--- src/rtl/sci_div_pkg.sv ---
// Package: shared constants and helpers for the serial bit-rate divider.
// Assumes the fixed byte layout: bit 7 test clear, bits 5:4 prescale,
// bit 3 clock check, bits 2:0 rate select, bit 6 unimplemented.
package sci_div_pkg;
    localparam int CFG_W    = 8;
    localparam int PRE_LSB  = 4;
    localparam int PRE_W    = 2;
    localparam int RATE_LSB = 0;
    localparam int RATE_W   = 3;
    localparam int FACT_W   = 4;                        // holds factor up to 13
    localparam int RCNT_W   = (1 << RATE_W) - 1;        // counts up to 2^7
    localparam logic [CFG_W-1:0] CFG_KEEP = 8'hBF;      // bit 6 never stored

    // Map the prescale code to its divide factor; anything unmatched is 13.
    function automatic logic [FACT_W-1:0] presc_factor(input logic [PRE_W-1:0] code);
        case (code)
            2'b00:   presc_factor = 4'd1;
            2'b01:   presc_factor = 4'd3;
            2'b10:   presc_factor = 4'd4;
            default: presc_factor = 4'd13;
        endcase
    endfunction
endpackage

--- src/rtl/sci_div_cfg.sv ---
// Configuration register. Holds the byte written by wr_en, with bit 6 dropped.
// Assumes a synchronous active-low reset; boot_mode picks the reset value.
module sci_div_cfg
    import sci_div_pkg::*;
#(
    parameter logic [CFG_W-1:0] BOOT_CFG = 8'h33
) (
    input  logic             clk,
    input  logic             rst_n,
    input  logic             boot_mode,
    input  logic             wr_en,
    input  logic [CFG_W-1:0] wr_data,
    output logic [CFG_W-1:0] cfg_q
);
    localparam logic [CFG_W-1:0] BOOT_VAL = BOOT_CFG & CFG_KEEP;

    // Store a write or the selected reset value.
    always_ff @(posedge clk) begin
        if (!rst_n)
            cfg_q <= boot_mode ? BOOT_VAL : '0;
        else if (wr_en)
            cfg_q <= wr_data & CFG_KEEP;
    end
endmodule

--- src/rtl/sci_div_presc.sv ---
// Prescale stage. Counts bus_en pulses modulo the selected factor and raises
// step on the pulse that completes a cycle. Assumes the code only changes
// together with restart.
module sci_div_presc
    import sci_div_pkg::*;
(
    input  logic             clk,
    input  logic             rst_n,
    input  logic             restart,
    input  logic             bus_en,
    input  logic [PRE_W-1:0] code,
    output logic             step
);
    logic [FACT_W-1:0] cnt;
    logic [FACT_W-1:0] last_val;
    logic              at_last;

    // Decode the terminal count from the selected factor.
    always_comb begin
        last_val = presc_factor(code) - FACT_W'(1);
        at_last  = (cnt == last_val);
    end

    // Advance on each enabled bus clock; restart and reset clear.
    always_ff @(posedge clk) begin
        if (!rst_n || restart)
            cnt <= '0;
        else if (bus_en)
            cnt <= at_last ? '0 : cnt + FACT_W'(1);
    end

    assign step = bus_en && !restart && at_last;
endmodule

--- src/rtl/sci_div_rate.sv ---
// Rate stage. Counts prescale steps modulo 2^rate and raises os_evt when a
// full oversampling period is complete. Assumes step is already gated by
// restart.
module sci_div_rate
    import sci_div_pkg::*;
(
    input  logic              clk,
    input  logic              rst_n,
    input  logic              restart,
    input  logic              step,
    input  logic [RATE_W-1:0] rate,
    output logic              os_evt
);
    logic [RCNT_W-1:0] cnt;
    logic [RCNT_W:0]   lim;
    logic              at_last;

    // Terminal value 2^rate - 1, one bit wider so rate 7 does not wrap.
    always_comb begin
        lim     = ((RCNT_W + 1)'(1) << rate) - (RCNT_W + 1)'(1);
        at_last = ({1'b0, cnt} == lim);
    end

    // Advance once per prescale step.
    always_ff @(posedge clk) begin
        if (!rst_n || restart)
            cnt <= '0;
        else if (step)
            cnt <= at_last ? '0 : cnt + RCNT_W'(1);
    end

    assign os_evt = step && at_last;
endmodule

--- src/rtl/sci_div_bitcnt.sv ---
// Bit stage. Counts oversampling events modulo 2^OS_LOG2 and flags the
// event that closes a bit period.
module sci_div_bitcnt #(
    parameter int OS_LOG2 = 4
) (
    input  logic clk,
    input  logic rst_n,
    input  logic restart,
    input  logic os_evt,
    output logic bit_evt
);
    logic [OS_LOG2-1:0] cnt;

    // Count oversampling events since the last restart.
    always_ff @(posedge clk) begin
        if (!rst_n || restart)
            cnt <= '0;
        else if (os_evt)
            cnt <= cnt + OS_LOG2'(1);
    end

    assign bit_evt = os_evt && (&cnt);
endmodule

--- src/rtl/sci_baud_div.sv ---
// Serial bit-rate divider top. Chains prescale, rate and bit stages, and
// registers the two tick pulses. Assumes bus_en is high for single cycles
// at the bus-clock rate; ticks follow one cycle after the enabling edge.
module sci_baud_div
    import sci_div_pkg::*;
#(
    parameter int               OS_LOG2  = 4,
    parameter logic [CFG_W-1:0] BOOT_CFG = 8'h33,
    localparam int              DIV_W    = FACT_W + OS_LOG2 + RCNT_W
) (
    input  logic             clk,
    input  logic             rst_n,
    input  logic             boot_mode,
    input  logic             bus_en,
    input  logic             wr_en,
    input  logic [CFG_W-1:0] wr_data,
    output logic [CFG_W-1:0] cfg_q,
    output logic [DIV_W-1:0] divisor,
    output logic             tick16,
    output logic             tick_bit
);
    logic [PRE_W-1:0]  pre_code;
    logic [RATE_W-1:0] rate_code;
    logic              step;
    logic              os_evt;
    logic              bit_evt;

    sci_div_cfg #(.BOOT_CFG(BOOT_CFG)) cfg_i (
        .clk(clk), .rst_n(rst_n), .boot_mode(boot_mode),
        .wr_en(wr_en), .wr_data(wr_data), .cfg_q(cfg_q)
    );

    assign pre_code  = cfg_q[PRE_LSB +: PRE_W];
    assign rate_code = cfg_q[RATE_LSB +: RATE_W];

    sci_div_presc presc_i (
        .clk(clk), .rst_n(rst_n), .restart(wr_en), .bus_en(bus_en),
        .code(pre_code), .step(step)
    );

    sci_div_rate rate_i (
        .clk(clk), .rst_n(rst_n), .restart(wr_en), .step(step),
        .rate(rate_code), .os_evt(os_evt)
    );

    sci_div_bitcnt #(.OS_LOG2(OS_LOG2)) bitc_i (
        .clk(clk), .rst_n(rst_n), .restart(wr_en), .os_evt(os_evt),
        .bit_evt(bit_evt)
    );

    // Total bus clocks per bit for readback.
    always_comb begin
        divisor = (DIV_W'(presc_factor(pre_code)) << OS_LOG2) << rate_code;
    end

    // Register the tick pulses.
    always_ff @(posedge clk) begin
        if (!rst_n) begin
            tick16   <= 1'b0;
            tick_bit <= 1'b0;
        end else begin
            tick16   <= os_evt;
            tick_bit <= bit_evt;
        end
    end
endmodule

--- config.mk ---
export PLATFORM = sky130hd
export DESIGN_NAME = sci_baud_div
export DESIGN_NICKNAME = d
export VERILOG_FILES = /design/src/rtl/sci_div_pkg.sv /design/src/rtl/sci_div_cfg.sv /design/src/rtl/sci_div_presc.sv /design/src/rtl/sci_div_rate.sv /design/src/rtl/sci_div_bitcnt.sv /design/src/rtl/sci_baud_div.sv
export SDC_FILE = /design/constraint.sdc
export NUM_CORES = 1
export LEC_CHECK = 0
export CAP_MARGIN = 5
export CORE_MARGIN = 5
export CORE_UTILIZATION = 35
export CTS_CLUSTER_SIZE = 8
export DETAILED_ROUTE_END_ITERATION = 12
export SYNTH_ARGS = -nofsm -noshare
export SYNTH_HDL_FRONTEND = slang
export SYNTH_SLANG_ARGS = --single-unit
--- constraint.sdc ---
create_clock -name clk -period 2.35 [get_ports clk]
set_input_delay 0.3525 -clock clk [delete_from_list [all_inputs] [get_ports clk]]
set_output_delay 0.3525 -clock clk [all_outputs]
set_load 0.02 [all_outputs]
# Word-level counts from Yosys, hierarchy flattened
# Cells that the tools add are included.
[word_totals]
ram_bits = 0
out_inout_bits = 25
ff_bits = 25
n_memories = 0
wordCells = 33
rom_bits = 0
latchBits = 0
in_bits = 13
[op_classes]
n_lt_le_gt_ge = 0
n_div = 0
add_sub_neg = 5
n_eq_ne = 5
n_reduce_logical = 9
shift = 2
mux = 6
bitwise_logic = 0
n_mul = 0
[op_table]
columns = ["cell", "count"]
rows = [
  ["8-bit two-way mux", 2],
  ["8-bit by 3-bit left shift with 15-bit output", 1],
  ["4-bit case mux with 3 select lines", 1],
  ["4-bit by 1-bit adder with 4-bit output (second input constant)", 2],
  ["7-bit by 8-bit == test with 1-bit output", 1],
  ["1-bit by 3-bit left shift with 8-bit output (first input constant)", 1],
  ["8-bit by 2-bit subtractor with 8-bit output (second input constant)", 1],
  ["7-bit by 1-bit adder with 7-bit output (second input constant)", 1],
  ["7-bit two-way mux", 1],
  ["6-bit two-way mux", 1],
  ["4-bit == test", 1],
  ["1-bit logical AND", 4],
  ["4-bit two-way mux", 1],
  ["4-bit AND reduction", 1],
  ["4-bit by 1-bit subtractor with 4-bit output (second input constant)", 1],
  ["2-bit by 1-bit == test with 1-bit output (second input constant)", 1],
  ["2-bit == test (second input constant)", 1],
  ["1-bit logical NOT", 2],
  ["2-bit logical NOT", 1],
  ["2-bit by 1-bit inequality test with 1-bit output (second input constant)", 1],
  ["1-bit logical OR", 1],
]

# Longest topological paths before layout
# Gate-level depths: netlist of the first run.
[logic_depth]
depth_word = 7
mapped_depth = 9
mapped_depth_nobuf = 7

# Hierarchy
# A second synthesis of the first run with hierarchy kept.
[hier_totals]
hier_cells = 162
area_unflattened_um2 = 1567.8
[by_module_without_submodules]
columns = ["module", "seq_area_each_um2", "cells_per_inst", "area_each_um2", "n_inst"]
rows = [
  ["sci_div_rate", 140.1, 52, 447.9, 1],
  ["sci_baud_div", 40.0, 45, 317.8, 1],
  ["sci_div_cfg", 210.2, 18, 317.8, 1],
  ["sci_div_presc", 80.1, 29, 292.8, 1],
  ["sci_div_bitcnt", 80.1, 18, 191.4, 1],
]

# Worst setup path after synthesis of the first run
# Ideal clock, no wire load.
[synth_path]
path_type = "reg2reg"
from = "register cfg_i.cfg_q[4]"
to = "register bitc_i.cnt[2]"
t_arrival_ns = 2.604
setup_slack_ns = -0.375
setup_ns = 0.121
required_time_ns = 2.229
path_stages_with_launch = 10
cell_sequence = "edfxtp_1 inv_1 ha_1 buf_2 xnor2_2 o2111ai_4 or3_1 buf_2 or4b_1 mux2_4"
[synth_via]
elab_chain_len = 6
word_cells_on_any_way = 8
classes_between = "add/sub: 1; eq/ne: 3; mux: 1; reduce/logical: 3"
[synth_lines]
columns = ["element", "line_no", "source"]
rows = [
  ["from (decl)", "sci_div_cfg.sv:13", "output logic [CFG_W-1:0] cfg_q"],
  ["from (signal assigned)", "sci_div_cfg.sv:20", "cfg_q <= boot_mode ? BOOT_VAL : '0;"],
  ["from (signal assigned)", "sci_div_cfg.sv:22", "cfg_q <= wr_data & CFG_KEEP;"],
  ["2-bit == test (tied with other cells)", "sci_div_pkg.sv:16", "case (code)"],
  ["4-bit case mux with 3 select lines *", "sci_div_pkg.sv:16", ""],
  ["4-bit by 1-bit subtractor with 4-bit output *", "sci_div_presc.sv:20", "last_val = presc_factor(code) - FACT_W'(1);"],
  ["4-bit == test *", "sci_div_presc.sv:21", "at_last = (cnt == last_val);"],
  ["1-bit logical AND *", "sci_div_presc.sv:32", "assign step = bus_en && !restart && at_last;"],
  ["1-bit logical AND *", "sci_div_rate.sv:32", "assign os_evt = step && at_last;"],
  ["to (signal assigned)", "sci_div_bitcnt.sv:19", "cnt <= cnt + OS_LOG2'(1);"],
  ["to (decl)", "sci_div_bitcnt.sv:12", "logic [OS_LOG2-1:0] cnt;"],
]
# Mark *: on every way between the ends. The rest lies on a longest branch, timed or not.
# A chain may end at the register's enable or synchronous reset.

# Final worst setup path of the first run
[layout_path]
from = "register cfg_i.cfg_q[5]"
to = "register bitc_i.cnt[2]"
# The elaborated chain is that of the path after synthesis.

==> results of run 1 <==
sequential cells by signal (all words and copies together), names as in the netlist:
name / flops
tick_bit: 1
tick16: 1
rate_i.cnt: 7
cfg_i.cfg_q: 7
presc_i.cnt: 4
bitc_i.cnt: 4
worst register-to-register path, stage by stage (launching register included):
cell,delay (ps)
sky130_fd_sc_hd__edfxtp_1,480
sky130_fd_sc_hd__ha_4,340
sky130_fd_sc_hd__xor2_4,180
sky130_fd_sc_hd__o2111ai_4,140
sky130_fd_sc_hd__or3_4,390
sky130_fd_sc_hd__or4b_4,490
sky130_fd_sc_hd__mux2_4,300
kinds of logic after synthesis:
kind of cell,share of synthesized area
compound gates,0.148
xor+xnor,0.0526
fa+ha+maj,0.0464
buf+inv,0.0757
flops,0.340
mux,0.0278
other cells,0.00232
simple gates,0.307
cell usage after synthesis (all sizes together) (2+ instances only):
cell / count / area, um^2
and2: 5 / 31.3
nand2b: 5 / 31.3
nand3: 6 / 30.0
or4b: 2 / 20.0
xnor2: 6 / 60.1
nor3: 13 / 70.1
clkbuf: 8 / 30.0
a32oi: 2 / 17.5
mux2i: 3 / 30.0
dfxtp: 17 / 340
a21oi: 8 / 40.0
nand3b: 2 / 15.0
nor2b: 4 / 25.0
inv: 8 / 30.0
nor4: 6 / 37.5
o21ai: 6 / 30.0
nand2: 21 / 78.8
nor2: 17 / 63.8
xor2: 2 / 25.0
o31ai: 4 / 30.0
or3: 2 / 12.5
buf: 10 / 62.6
o2111ai: 2 / 35.0
edfxtp: 7 / 210
and3: 4 / 26.3
ha: 6 / 75.1
nand4b: 2 / 17.5
a211oi: 2 / 15.0
worst max-delay path by stage:
stage	to	slack [ps]	start	cells past startpoint
2_1_floorplan	bitc_i.cnt[2]$_SDFFE_PP0P_	-320	cfg_i.cfg_q[5]$_DFFE_PP_	7
3_3_place_gp	bitc_i.cnt[2]$_SDFFE_PP0P_	-70	cfg_i.cfg_q[5]$_DFFE_PP_	6
3_5_place_dp	bitc_i.cnt[2]$_SDFFE_PP0P_	-100	cfg_i.cfg_q[5]$_DFFE_PP_	6
4_1_cts	bitc_i.cnt[2]$_SDFFE_PP0P_	-70	cfg_i.cfg_q[5]$_DFFE_PP_	6
5_1_grt	bitc_i.cnt[2]$_SDFFE_PP0P_	-130	cfg_i.cfg_q[5]$_DFFE_PP_	6
6_report	bitc_i.cnt[2]$_SDFFE_PP0P_	-80	cfg_i.cfg_q[5]$_DFFE_PP_	6
report_power, final:
| part | internal, mW | switching [mW] | total [mW] | leakage, nW |
|---|---|---|---|---|
| registers | 0.443 | 0.0220 | 0.465 | 0.210 |
| logic | 0.198 | 0.218 | 0.416 | 0.677 |
| clock network | 0.121 | 0.130 | 0.251 | 0.0228 |
| total | 0.763 | 0.370 | 1.13 | 0.910 |
cell type report:
cell class	instances	area (um^2)	share of cell area
Sequential cell	24	551	0.250
Multi-Input combinational cell	149	1020	0.462
Clock buffer	4	45.0	0.0204
Tap cell	52	65.1	0.0295
Timing Repair Buffer	59	495	0.225
Inverter	8	30.0	0.0136
layer usage:
| layer | GRT usage | vias up | part of all wire |
|---|---|---|---|
| met5 | 0 | - | 0 |
| met4 | 0.0473 | 0 | 0.013 |
| met3 | 0.0252 | 5 | 0.075 |
| met2 | 0.187 | 40 | 0.44 |
| met1 | 0.166 | 696 | 0.47 |
| li1 | - | 784 | - |
layout by cell type, fill, tap and decap left out, drive strengths merged, types with 7 or more instances in the layout:
cell	instances
nor3	13
dfxtp	17
clkbuf	10
clkdlybuf4s50	20
nand2	21
buf	28
inv	8
nor2	17
edfxtp	7
a21oi	8
timing repair:
item,CTS,global route
setup endpoints to repair,13,14
setup buffers,2,1
endpoints found under the hold margin,0,0
pin swaps,3,3
resized for setup,15,21
==> impl_metrics.toml, run 1 <==
[timing]
hold_slack_ps = 494
final.setup.worst_slack_ps = -79.9
final-max-slew-violation-count = 0
skew_ps = 3.13
report.final.hold_viol_count = 0
grt_setup_unrepaired = "true"
post-route-period-util = 1.03
max_clock_freq_ghz = 0.412
min_period_ps = 2430
setup_viol = 2
setup_total_negative_slack_ps = -117

[logic_synthesis]
post_synth.cell_area_avg_um2 = 8.30
ys_seq_elements = 24
netlist_area_um2 = 1620
ys_types = 50
ys_warn_count = 0
synth_edf_count = 7
postSynth.topFlopCell = "sky130_fd_sc_hd__dfxtp_1"
postSynthCellCount = 195
yosysSeqAreaShare = 0.340
async_flop_share = 0

[run]
drv_cap = 0

[global_route]
first_global_vias = 1355
grt_util_all_layers = 0.121
globalRouteOverflowTotal = 0
global_route_wire_length_before_repair_um = 6190
grt_max_degree = 14
number_of_antenna_violations_at_the_first_check_in_global_routing = 0

[finish]
area_growth_syn_to_layout_pct = 36.2
nets = 264
finalCoreUtilization = 0.499
fillerInstances = 437
antenna-diode-count = 0
layout-drive-gt1-share = 0.213
post_route_design_area_um2 = 2200
instances_no_fill = 296

[power_and_ir_drop]
report.power.total_mw = 1.13
power.density_nw_per_um2 = 514
vdd_ir_drop_max_v = 0.000346
leakage_nw = 0.910

[floorplan]
die_height_um = 78.0
die-area_um2 = 6090
die_width_um = 78.0
floorplan.core_area_um2 = 4410
pin_count = 38
initial_utilization = 0.367
rows = 24

[min_path]
whs_endpoint = "bitc_i.cnt[1]$_SDFFE_PP0P_"
hold_path.class = "flip-flop to flip-flop"
cell_count_of_the_worst_hold_path = 2
hold_path_start = "bitc_i.cnt[1]$_SDFFE_PP0P_"

[clock_tree]
cts-root-to-sink-buffers = 2
htree_levels = 1
cts_tree = "built"
numClockSinks = 24
ctsHoldBuffers = 0
cts_buffer_count = 3
worst_skew_pair.late_latency_ps = 260
clkSlewWorstSetupHoldPaths_ps = 80
ctsRootBufferMaster = "sky130_fd_sc_hd__clkbuf_8"

[setup_path]
critPathSlowestCell = "sky130_fd_sc_hd__or4b_4"
max_fanout_on_critical_path = 4
r2r_slack_ps = -80
worst-endpoint-arrival_ps = 2590
critical_path_class = "flip-flop to flip-flop"
cp_num_buf_inv = 0
timing.critical_path.to_type = "flip-flop"
crit-reg2reg-launch = "cfg_i.cfg_q[5]$_DFFE_PP_"
r2r_worst_path_depth = 6
startpoint_type = "flip-flop"
timing.critical_path.cells = "ha_4 > xor2_4 > o2111ai_4 > or3_4 > or4b_4 > mux2_4"
crit_family = "simple AND/OR/NAND/NOR gates"
critical_path.reg2reg.endpoint = "bitc_i.cnt[2]$_SDFFE_PP0P_"
required_ps = 2510
critical-path-max-stage-delay_ps = 490

[detailed_routing]
detail_route.vias_per_cell = 5.15
wirelength_um = 3670
wire_per_inst_um = 12.4
final_antenna_net_count = 0
dr_vias = 1525
firstDrtPassIters = 5
post-route-drc-count = 0
drt_iter0_markers = 55

[run_status]
outcome = "finished, violations left"
violated_checks = "negative setup slack"

[placed_design]
detailedPlacementHpwl_um = 2780
place.gp.congestion = 0.859
portBuffers = 31
placed_cells = 289
post-place-ws_ps = -98.4
placedInstanceArea_um2 = 2120
(Power assumes the default switching activity.)
==> inputs of run 2 (changes only) <==
--- a/config.mk
+++ b/config.mk
@@ -10,6 +10,8 @@
 export CORE_UTILIZATION = 35
 export CTS_CLUSTER_SIZE = 8
 export DETAILED_ROUTE_END_ITERATION = 12
+export SKIP_CTS_REPAIR_TIMING = 1
 export SYNTH_ARGS = -nofsm -noshare
 export SYNTH_HDL_FRONTEND = slang
 export SYNTH_SLANG_ARGS = --single-unit
+export TNS_END_PERCENT = 50
==> run 2 against run 1 <==
Compared with the run above: the flow still finishes with violations (negative setup slack); largest cell class unchanged; critical path type unchanged; via count down 1.4%; die area stayed put; total power grew 0.79%; worst hold slack improved by 0.76 ps; cell count shrank 0.34%.
==> impl_metrics.toml, run 2 (synthesis gave the netlist of run 1 again) <==
[placed_design]
placedInstanceArea_um2 = 2120
portBuffers = 31
detailedPlacementHpwl_um = 2780
place.gp.congestion = 0.859
post-place-ws_ps = -98.4
placed_cells = 289

[setup_path]
startpoint_type = "flip-flop"
timing.critical_path.cells = "ha_4 > xor2_4 > o2111ai_4 > or3_4 > or4b_1 > mux2_4"
timing.critical_path.to_type = "flip-flop"
required_ps = 2510
max_fanout_on_critical_path = 4
critical-path-max-stage-delay_ps = 500
critPathSlowestCell = "sky130_fd_sc_hd__or4b_1"
critical_path_class = "flip-flop to flip-flop"
worst-endpoint-arrival_ps = 2600

[floorplan]
die-area_um2 = 6090
die_height_um = 78.0
floorplan.core_area_um2 = 4410
rows = 24
initial_utilization = 0.367
die_width_um = 78.0
pin_count = 38

[timing]
skew_ps = 3.24
final-max-slew-violation-count = 0
min_period_ps = 2440
hold_slack_ps = 495
setup_total_negative_slack_ps = -112
setup_viol = 2
final.setup.worst_slack_ps = -85.5
post-route-period-util = 1.04
grt_setup_unrepaired = "true"
max_clock_freq_ghz = 0.411
report.final.hold_viol_count = 0

[finish]
largestRegisters = "cfg_i.cfg_q x7, rate_i.cnt x7"
final_common_cell = "sky130_fd_sc_hd__buf_4"
antenna-diode-count = 0
layout-drive-gt1-share = 0.185
post_route_design_area_um2 = 2230
instances_no_fill = 295
layout.cells.most_common_list = "sky130_fd_sc_hd__buf_4, sky130_fd_sc_hd__nand2_1, sky130_fd_sc_hd__clkdlybuf4s50_1"
fillerInstances = 439
finalCoreUtilization = 0.504
nets = 263
area_growth_syn_to_layout_pct = 37.5

[run_status]
outcome = "finished, violations left"
violated_checks = "negative setup slack"

[global_route]
first_global_vias = 1328
global_route_wire_length_before_repair_um = 6020
number_of_antenna_violations_at_the_first_check_in_global_routing = 0
grt_max_degree = 14
globalRouteOverflowTotal = 0
grt_util_all_layers = 0.118

[clock_tree]
ctsRootBufferMaster = "sky130_fd_sc_hd__clkbuf_8"
clkSlewWorstSetupHoldPaths_ps = 80
htree_levels = 1
cts_buffer_count = 3
worst_skew_pair.late_latency_ps = 270
numClockSinks = 24
cts-root-to-sink-buffers = 2
cts_tree = "built"

[power_and_ir_drop]
leakage_nw = 0.960
report.power.total_mw = 1.14
power.density_nw_per_um2 = 513
vdd_ir_drop_max_v = 0.000389

[detailed_routing]
detail_route.vias_per_cell = 5.10
dr_vias = 1504
firstDrtPassIters = 4
final_antenna_net_count = 0
wire_per_inst_um = 12.5
drt_iter0_markers = 55
wirelength_um = 3690
post-route-drc-count = 0

[min_path]
hold_path.class = "flip-flop to flip-flop"

[run]
drv_cap = 0
==> run 2: routing by layer <==
layer  global-route usage  part of all wire  vias up  wire length (um)
met3               0.0252             0.072        4               265
met5                    0                 0        -                 0
met2                0.184              0.45       46              1670
met4               0.0405             0.013        0                47
met1                0.160              0.46      670              1710
li1                     -                 -      784                 -
==> run 2: area by class of cell <==
class	instances	area [um^2]	share of cell area
Timing Repair Buffer	58	523	0.235
Multi-Input combinational cell	149	1010	0.455
Clock buffer	4	45.0	0.0202
Inverter	8	30.0	0.0135
Tap cell	52	65.1	0.0292
Sequential cell	24	551	0.247
==> run 2: path summary, 6_finish.rpt <==
path / end / cells after the start / slack [ps] / start
setup / recovery: bitc_i.cnt[2]$_SDFFE_PP0P_ / 6 / -90 / cfg_i.cfg_q[5]$_DFFE_PP_
hold / removal: bitc_i.cnt[1]$_SDFFE_PP0P_ / 2 / 500 / bitc_i.cnt[1]$_SDFFE_PP0P_
setup reg to reg: bitc_i.cnt[2]$_SDFFE_PP0P_ / 6 / -90 / cfg_i.cfg_q[5]$_DFFE_PP_
hold reg to reg: bitc_i.cnt[1]$_SDFFE_PP0P_ / 2 / 500 / bitc_i.cnt[1]$_SDFFE_PP0P_
==> run 2: power by group <==
part,total (mW),switching [mW],internal [mW]
clock,0.252,0.131,0.121
combinational,0.422,0.214,0.208
sequential,0.467,0.0239,0.443
==> run 2: critical path, delay by kind of cell, from the launching register on <==
family,cells,cell delay [ps]
flops,1,490
xor+xnor,1,170
fa+ha+maj,1,340
simple gates,2,890
mux,1,310
compound gates,1,130
